$ cat config.mk
export PLATFORM = sky130hd
export DESIGN_NAME = seg_guard
export DESIGN_NICKNAME = d
export VERILOG_FILES = /design/src/rtl/seg_guard_pkg.sv /design/src/rtl/key_store.sv /design/src/rtl/code_matcher.sv /design/src/rtl/seg_pointer.sv /design/src/rtl/access_arbiter.sv /design/src/rtl/seg_guard.sv
export SDC_FILE = /design/constraint.sdc
export NUM_CORES = 1
export LEC_CHECK = 0
export BUFFER_PORTS_ARGS = -buffer_cell sky130_fd_sc_hd__buf_2
export CAP_MARGIN = 25
export CORE_MARGIN = 5
export CORE_UTILIZATION = 55
export CTS_CLUSTER_DIAMETER = 200
export DETAILED_ROUTE_END_ITERATION = 8
export GPL_TIMING_DRIVEN = 0
export HOLD_SLACK_MARGIN = 0.12
export PLACE_DENSITY = 0.89
export SYNTH_ARGS = -nofsm -noshare
export SYNTH_HDL_FRONTEND = slang
export SYNTH_HIERARCHICAL = 1
export SYNTH_SLANG_ARGS = --single-unit
export TNS_END_PERCENT = 30
$ cat constraint.sdc
create_clock -name clk -period 2.9 [get_ports clk]
set_clock_uncertainty 0.05 [all_clocks]
set_input_delay 0.29 -clock clk [delete_from_list [all_inputs] [get_ports clk]]
set_output_delay 0.29 -clock clk [all_outputs]
set_load 0.02 [all_outputs]
$ cat src/rtl/seg_guard_pkg.sv
package seg_guard_pkg;

    typedef enum logic [1:0] {
        KIND_READ  = 2'd0,
        KIND_PROG  = 2'd1,
        KIND_ERASE = 2'd2,
        KIND_RSVD  = 2'd3
    } req_kind_e;

endpackage

$ cat src/rtl/key_store.sv
module key_store #(
    parameter int unsigned KEY_BYTES = 8,
    parameter int unsigned LEN_W     = $clog2(KEY_BYTES + 1)
) (
    input  logic                   clk,
    input  logic                   rst_n,
    input  logic                   set_i,
    input  logic [LEN_W-1:0]       set_len_i,
    input  logic [KEY_BYTES*8-1:0] set_val_i,
    input  logic                   granted_i,
    output logic [KEY_BYTES*8-1:0] key_o,
    output logic [LEN_W-1:0]       len_o,
    output logic                   secure_o,
    output logic                   set_ok_o
);

    typedef struct packed {
        logic [KEY_BYTES*8-1:0] key;
        logic [LEN_W-1:0]       len;
    } ks_state_t;

    ks_state_t st_d, st_q;
    logic      set_ok;

    always_comb begin
        st_d   = st_q;
        set_ok = 1'b0;
        if (set_i && (set_len_i <= LEN_W'(KEY_BYTES)) &&
            ((st_q.len == '0) || granted_i)) begin
            set_ok   = 1'b1;
            st_d.len = set_len_i;
            st_d.key = (set_len_i == '0) ? '0 : set_val_i;
        end
    end

    always_ff @(posedge clk or negedge rst_n) begin
        if (!rst_n) st_q <= '0;
        else        st_q <= st_d;
    end

    assign key_o    = st_q.key;
    assign len_o    = st_q.len;
    assign secure_o = (st_q.len != '0);
    assign set_ok_o = set_ok;

endmodule

$ cat src/rtl/code_matcher.sv
module code_matcher #(
    parameter int unsigned KEY_BYTES = 8,
    parameter int unsigned LEN_W     = $clog2(KEY_BYTES + 1)
) (
    input  logic                   clk,
    input  logic                   rst_n,
    input  logic [KEY_BYTES*8-1:0] key_i,
    input  logic [LEN_W-1:0]       len_i,
    input  logic                   begin_i,
    input  logic                   byte_valid_i,
    input  logic [7:0]             byte_i,
    input  logic                   end_i,
    input  logic                   lock_i,
    input  logic                   clear_i,
    output logic                   granted_o
);

    typedef struct packed {
        logic [LEN_W-1:0] idx;
        logic             bad;
        logic             granted;
    } cm_state_t;

    cm_state_t  st_d, st_q;
    logic [7:0] cur_byte;
    logic       in_range;

    always_comb begin
        cur_byte = '0;
        for (int k = 0; k < KEY_BYTES; k++) begin
            if (st_q.idx == LEN_W'(k)) cur_byte = key_i[k*8 +: 8];
        end
    end

    assign in_range = (st_q.idx < len_i);

    always_comb begin
        st_d = st_q;
        if (begin_i) begin
            st_d.idx = '0;
            st_d.bad = 1'b0;
        end else if (byte_valid_i) begin
            if (in_range) begin
                if (byte_i != cur_byte) st_d.bad = 1'b1;
                st_d.idx = st_q.idx + 1'b1;
            end else begin
                st_d.bad = 1'b1;
            end
        end else if (end_i) begin
            st_d.granted = !st_q.bad && (st_q.idx == len_i) && (len_i != '0);
        end
        if (lock_i || clear_i) st_d.granted = 1'b0;
    end

    always_ff @(posedge clk or negedge rst_n) begin
        if (!rst_n) st_q <= '0;
        else        st_q <= st_d;
    end

    assign granted_o = st_q.granted;

endmodule

$ cat src/rtl/seg_pointer.sv
module seg_pointer #(
    parameter int unsigned ADDR_W = 9
) (
    input  logic              clk,
    input  logic              rst_n,
    input  logic              wr_i,
    input  logic [ADDR_W-1:0] addr_i,
    input  logic              ovr_i,
    input  logic              allow_i,
    input  logic              consume_i,
    input  logic              rd_i,
    output logic [ADDR_W-1:0] ptr_o,
    output logic              ovr_armed_o,
    output logic              rd_valid_o,
    output logic [ADDR_W-1:0] rd_data_o
);

    typedef struct packed {
        logic [ADDR_W-1:0] ptr;
        logic              armed;
        logic              rd_v;
        logic [ADDR_W-1:0] rd_d;
    } sp_state_t;

    sp_state_t st_d, st_q;

    always_comb begin
        st_d      = st_q;
        st_d.rd_v = rd_i;
        st_d.rd_d = rd_i ? st_q.ptr : '0;
        if (wr_i && allow_i) st_d.ptr = addr_i;
        if (consume_i)       st_d.armed = 1'b0;
        if (ovr_i && allow_i) st_d.armed = 1'b1;
    end

    always_ff @(posedge clk or negedge rst_n) begin
        if (!rst_n) st_q <= '0;
        else        st_q <= st_d;
    end

    assign ptr_o       = st_q.ptr;
    assign ovr_armed_o = st_q.armed;
    assign rd_valid_o  = st_q.rd_v;
    assign rd_data_o   = st_q.rd_d;

endmodule

$ cat src/rtl/access_arbiter.sv
module access_arbiter
    import seg_guard_pkg::*;
#(
    parameter int unsigned ADDR_W = 9
) (
    input  logic              clk,
    input  logic              rst_n,
    input  logic              req_valid_i,
    input  logic [1:0]        req_kind_i,
    input  logic [ADDR_W-1:0] req_addr_i,
    input  logic [ADDR_W-1:0] ptr_i,
    input  logic              ovr_armed_i,
    input  logic              allow_i,
    output logic              consume_o,
    output logic              grant_o,
    output logic              deny_o
);

    typedef struct packed {
        logic grant;
        logic deny;
    } aa_state_t;

    aa_state_t st_d, st_q;
    req_kind_e kind;
    logic      below;
    logic      is_write;
    logic      ok;

    always_comb begin
        kind     = req_kind_e'(req_kind_i);
        below    = (req_addr_i < ptr_i);
        is_write = (kind == KIND_PROG) || (kind == KIND_ERASE);
        if (kind == KIND_RSVD)  ok = 1'b0;
        else if (below)         ok = !is_write || ovr_armed_i;
        else                    ok = allow_i;
        consume_o  = req_valid_i && below && is_write && ovr_armed_i;
        st_d.grant = req_valid_i && ok;
        st_d.deny  = req_valid_i && !ok;
    end

    always_ff @(posedge clk or negedge rst_n) begin
        if (!rst_n) st_q <= '0;
        else        st_q <= st_d;
    end

    assign grant_o = st_q.grant;
    assign deny_o  = st_q.deny;

endmodule

$ cat src/rtl/seg_guard.sv
module seg_guard #(
    parameter  int unsigned KEY_BYTES = 8,
    parameter  int unsigned ADDR_W    = 9,
    localparam int unsigned LEN_W     = $clog2(KEY_BYTES + 1)
) (
    input  logic                   clk,
    input  logic                   rst_n,
    input  logic                   key_set_i,
    input  logic [LEN_W-1:0]       key_len_i,
    input  logic [KEY_BYTES*8-1:0] key_val_i,
    input  logic                   unlock_begin_i,
    input  logic                   unlock_byte_valid_i,
    input  logic [7:0]             unlock_byte_i,
    input  logic                   unlock_end_i,
    input  logic                   lock_i,
    input  logic                   ptr_wr_i,
    input  logic [ADDR_W-1:0]      ptr_addr_i,
    input  logic                   ovr_i,
    input  logic                   ptr_rd_i,
    input  logic                   req_valid_i,
    input  logic [1:0]             req_kind_i,
    input  logic [ADDR_W-1:0]      req_addr_i,
    output logic                   req_grant_o,
    output logic                   req_deny_o,
    output logic                   ptr_rd_valid_o,
    output logic [ADDR_W-1:0]      ptr_rd_data_o
);

    logic [KEY_BYTES*8-1:0] key_w;
    logic [LEN_W-1:0]       len_w;
    logic                   secure_w;
    logic                   set_ok_w;
    logic                   granted_w;
    logic                   allow_w;
    logic [ADDR_W-1:0]      ptr_w;
    logic                   ovr_armed_w;
    logic                   consume_w;

    assign allow_w = !secure_w || granted_w;

    key_store #(.KEY_BYTES(KEY_BYTES), .LEN_W(LEN_W)) key_i (
        .clk       (clk),
        .rst_n     (rst_n),
        .set_i     (key_set_i),
        .set_len_i (key_len_i),
        .set_val_i (key_val_i),
        .granted_i (granted_w),
        .key_o     (key_w),
        .len_o     (len_w),
        .secure_o  (secure_w),
        .set_ok_o  (set_ok_w)
    );

    code_matcher #(.KEY_BYTES(KEY_BYTES), .LEN_W(LEN_W)) match_i (
        .clk          (clk),
        .rst_n        (rst_n),
        .key_i        (key_w),
        .len_i        (len_w),
        .begin_i      (unlock_begin_i),
        .byte_valid_i (unlock_byte_valid_i),
        .byte_i       (unlock_byte_i),
        .end_i        (unlock_end_i),
        .lock_i       (lock_i),
        .clear_i      (set_ok_w),
        .granted_o    (granted_w)
    );

    seg_pointer #(.ADDR_W(ADDR_W)) ptr_i (
        .clk         (clk),
        .rst_n       (rst_n),
        .wr_i        (ptr_wr_i),
        .addr_i      (ptr_addr_i),
        .ovr_i       (ovr_i),
        .allow_i     (allow_w),
        .consume_i   (consume_w),
        .rd_i        (ptr_rd_i),
        .ptr_o       (ptr_w),
        .ovr_armed_o (ovr_armed_w),
        .rd_valid_o  (ptr_rd_valid_o),
        .rd_data_o   (ptr_rd_data_o)
    );

    access_arbiter #(.ADDR_W(ADDR_W)) arb_i (
        .clk         (clk),
        .rst_n       (rst_n),
        .req_valid_i (req_valid_i),
        .req_kind_i  (req_kind_i),
        .req_addr_i  (req_addr_i),
        .ptr_i       (ptr_w),
        .ovr_armed_i (ovr_armed_w),
        .allow_i     (allow_w),
        .consume_o   (consume_w),
        .grant_o     (req_grant_o),
        .deny_o      (req_deny_o)
    );

endmodule

==> results.md <==
* Final period util at 0.9173
* Clock slew at reported path FFs at approximately 100 ps
* H-tree depth at 3
* Die Wd at 108.9 um
* PD cells at between 800 and 900 nW/um^2
* Outcome: finished clean
* DR vias/cell at 5.665
* Worst hold slack at roughly 120 ps
* Final nets at around 860
* CP required at approximately 3100 ps
* Antenna violations before repair at 0
* Setup repair after global routing missed its margin: false
* Number of synthesized flops with an enable pin at 0
* #FFs+latches synth at 96
* Final setup TNS at 0 ps
* Critical path type: reg2reg
* Std cell rows at 36
* Mapped Avg Cell Area at ~10 sq um
* DR WL/cell at 19.13 um
* CP max FO at 10
* Core box area at 9639 sq um
* CTS tree: done
* GRT Overall Usage at 0.2964
* Area share of the largest cell type after synthesis at 0.4468
* Final hold vios at 0
* Initial Util at 0.5578
* Cell variety after synth at 68
* Die Footprint at 11850 sq um
* Die Ht at around 110 um
* Post-CTS Setup Inserts at 0
* Peak supply drop at between 0.5 and 0.6 mV
* CTS sink cnt at 96
* Hold Crit Depth at 3
* Detailed-route via count at 4968
* Clk buf depth at 2
* Max Freq at about 0.38 GHz
* Final min period at roughly 2700 ps
* DRT Pass-1 Iters at 5
* Max Cap Viol at 0
* Inserted Clock Buffers at 9
* CP Launch Type: register
* Hold Path Class: in2reg
* DRC at 0
* PortBufs at between 100 and 150
* Number of DRC markers in iteration 0 at between 500 and 600
* Register area share after synthesis at 0.4468
* Area Growth Syn to Fin at 30.07%
* Antenna Nets Post-Route at 0
* Clock latency on the worst-skew pair at 370 ps
* Grt ovf at 0
* Commonest cells post-synth: dfrtp_1, inv_1, nand2_1, mux2i_1, nor2_1
* Measured slew at the worst slew-check pin at around 650 ps
* Routability Congestion at a little over 0.9
* I/O pins at between 100 and 150
* Worst setup margin at about 240 ps
* Post-synth ARST share at 1.000
* CP endpoint kind: register
* Slew Viols, Final at 0
* Largest net degree at the start of global routing at between 50 and 60
* Yosys warns at 6
* Synth top area cells: dfrtp_1, mux2i_1, inv_1
* Share of cells above drive strength 1 at 0.2406
* Routed Wire Length at between 15 and 20 mm
* Root buffer cell: clkbuf_8
* Worst Reg-to-Reg Cells at 10
* Dpl ws at approximately 250 ps
* Antenna cells at 0
* Most frequent cell after synthesis: dfrtp_1
* Post-Syn Area at roughly 5400 sq um
* Max-slew headroom at 0.5663
* Dpl hpwl at ~11 mm
* Syn_nets at 670
* Worst EP arrival at roughly 2900 ps
* Synthesized instance count at 546
* First-pass GRT wire length at approximately 26 mm
* P_leak at about 0.0035 uW
* Vias in the first global route at ~5200
* Main synth FF type: dfrtp_1
* Setup-failing EPs final at 0
* Post-synth top area cell: dfrtp_1
timing repair:
| action | in CTS | in global routing |
|---|---|---|
| setup endpoints to repair | 0 | 1 |
| hold endpoints to repair | 104 | 2 |
| resized for setup | 0 | 2 |
| hold buffers | 61 | 2 |
power by group:
group	internal [uW]	total (uW)	switching, uW
Combinational	1120	2450	1330
Clock	422	906	484
Sequential	1940	2420	477
cell families after synthesis:
| logic type | Yosys count | share of synthesized area |
|---|---|---|
| xor+xnor | 15 | 0.02443 |
| fa+ha+maj | 17 | 0.03956 |
| flops | 96 | 0.4468 |
| buf+inv | 116 | 0.09239 |
| mux | 80 | 0.1527 |
| simple gates | 149 | 0.1364 |
| compound gates | 73 | 0.1078 |
layer usage:
layer,GRT usage,part of all wire,up-vias
met5,0,0,-
met3,0.07164,0.078,102
met1,0.3513,0.37,2347
li1,-,-,2213
met2,0.4930,0.49,306
met4,0.1668,0.062,0
through the flow:
stage	std cells	cell area [sq um]	util	total power, uW
after global placement	797	6133	0.6363	4470
final	877	6993	0.7255	5774
after detailed placement	798	6163	0.6394	4655
after global routing	877	6993	0.7255	6108
after CTS	875	6972	0.7233	5621
after floorplan	546	5376	-	3911
sequential cells by signal, summed over array words and instances (netlist names):
register,cells
arb_i/deny_o,1
arb_i/grant_o,1
key_i/key_o,64
key_i/len_o,4
match_i/granted_o,1
match_i/st_q,5
ptr_i/ovr_armed_o,1
ptr_i/ptr_o,9
ptr_i/rd_data_o,9
ptr_i/rd_valid_o,1
worst max-delay path: stages (launching register included):
cell      delay (ps)
dfrtp_1          460
inv_1            110
ha_1             270
buf_6            180
buf_2            220
a21oi_1          100
a221oi_1         380
o22ai_1          140
mux2i_1          150
o41ai_1          360
nand3_1          120
placed cells by master, fill, tap and decap left out, drive strengths merged, types with 3 or more instances in the layout:
cell / Yosys / layout
o311ai: 3 / 3
clkbuf: 8 / 19
nand3: 3 / 3
dfrtp: 96 / 96
nor2: 19 / 19
nand2b: 4 / 4
mux2: 13 / 13
nor3b: 5 / 5
nand4: 3 / 3
inv: 87 / 87
nor2b: 8 / 8
nand2: 76 / 76
dlygate4sd3: 0 / 63
nor3: 3 / 3
a221oi: 7 / 7
and2: 10 / 10
a211oi: 8 / 8
mux2i: 67 / 67
a2bb2oi: 3 / 3
o22ai: 3 / 3
ha: 17 / 17
or4: 3 / 3
clkinv: 2 / 5
o41ai: 4 / 4
a21oi: 18 / 18
buf: 19 / 138
or3: 3 / 3
xnor2: 4 / 4
nand3b: 5 / 5
o21ai: 5 / 5
xor2: 11 / 11
path summary, 6_finish.rpt:
kind | startpoint | endpoint | slack [ps]
worst min register to register | ptr_i/ptr_o[1] | ptr_i/rd_data_o[1] | 470
worst min-delay path | key_val_i[52] | key_i/key_o[52] | 120
min in group asynchronous | rst_n | ptr_i/ptr_o[0] | 410
worst max register to register | match_i/st_q[3] | match_i/st_q[1] | 240
worst max-delay path | match_i/st_q[3] | match_i/st_q[1] | 240
max in group asynchronous | rst_n | key_i/key_o[24] | 1710
layout make-up:
type	count	area [sq um]
well taps	133	166.4
clock buffers	11	141.4
inverters	89	334.1
plain buffers	27	163.9
repair buffers	182	1251
multi-input cells	334	2477
clock inverters	5	56.30
fillers	677	2646
flip-flops and latches	96	2402
Note: power is estimated with default switching activity, not from simulation.
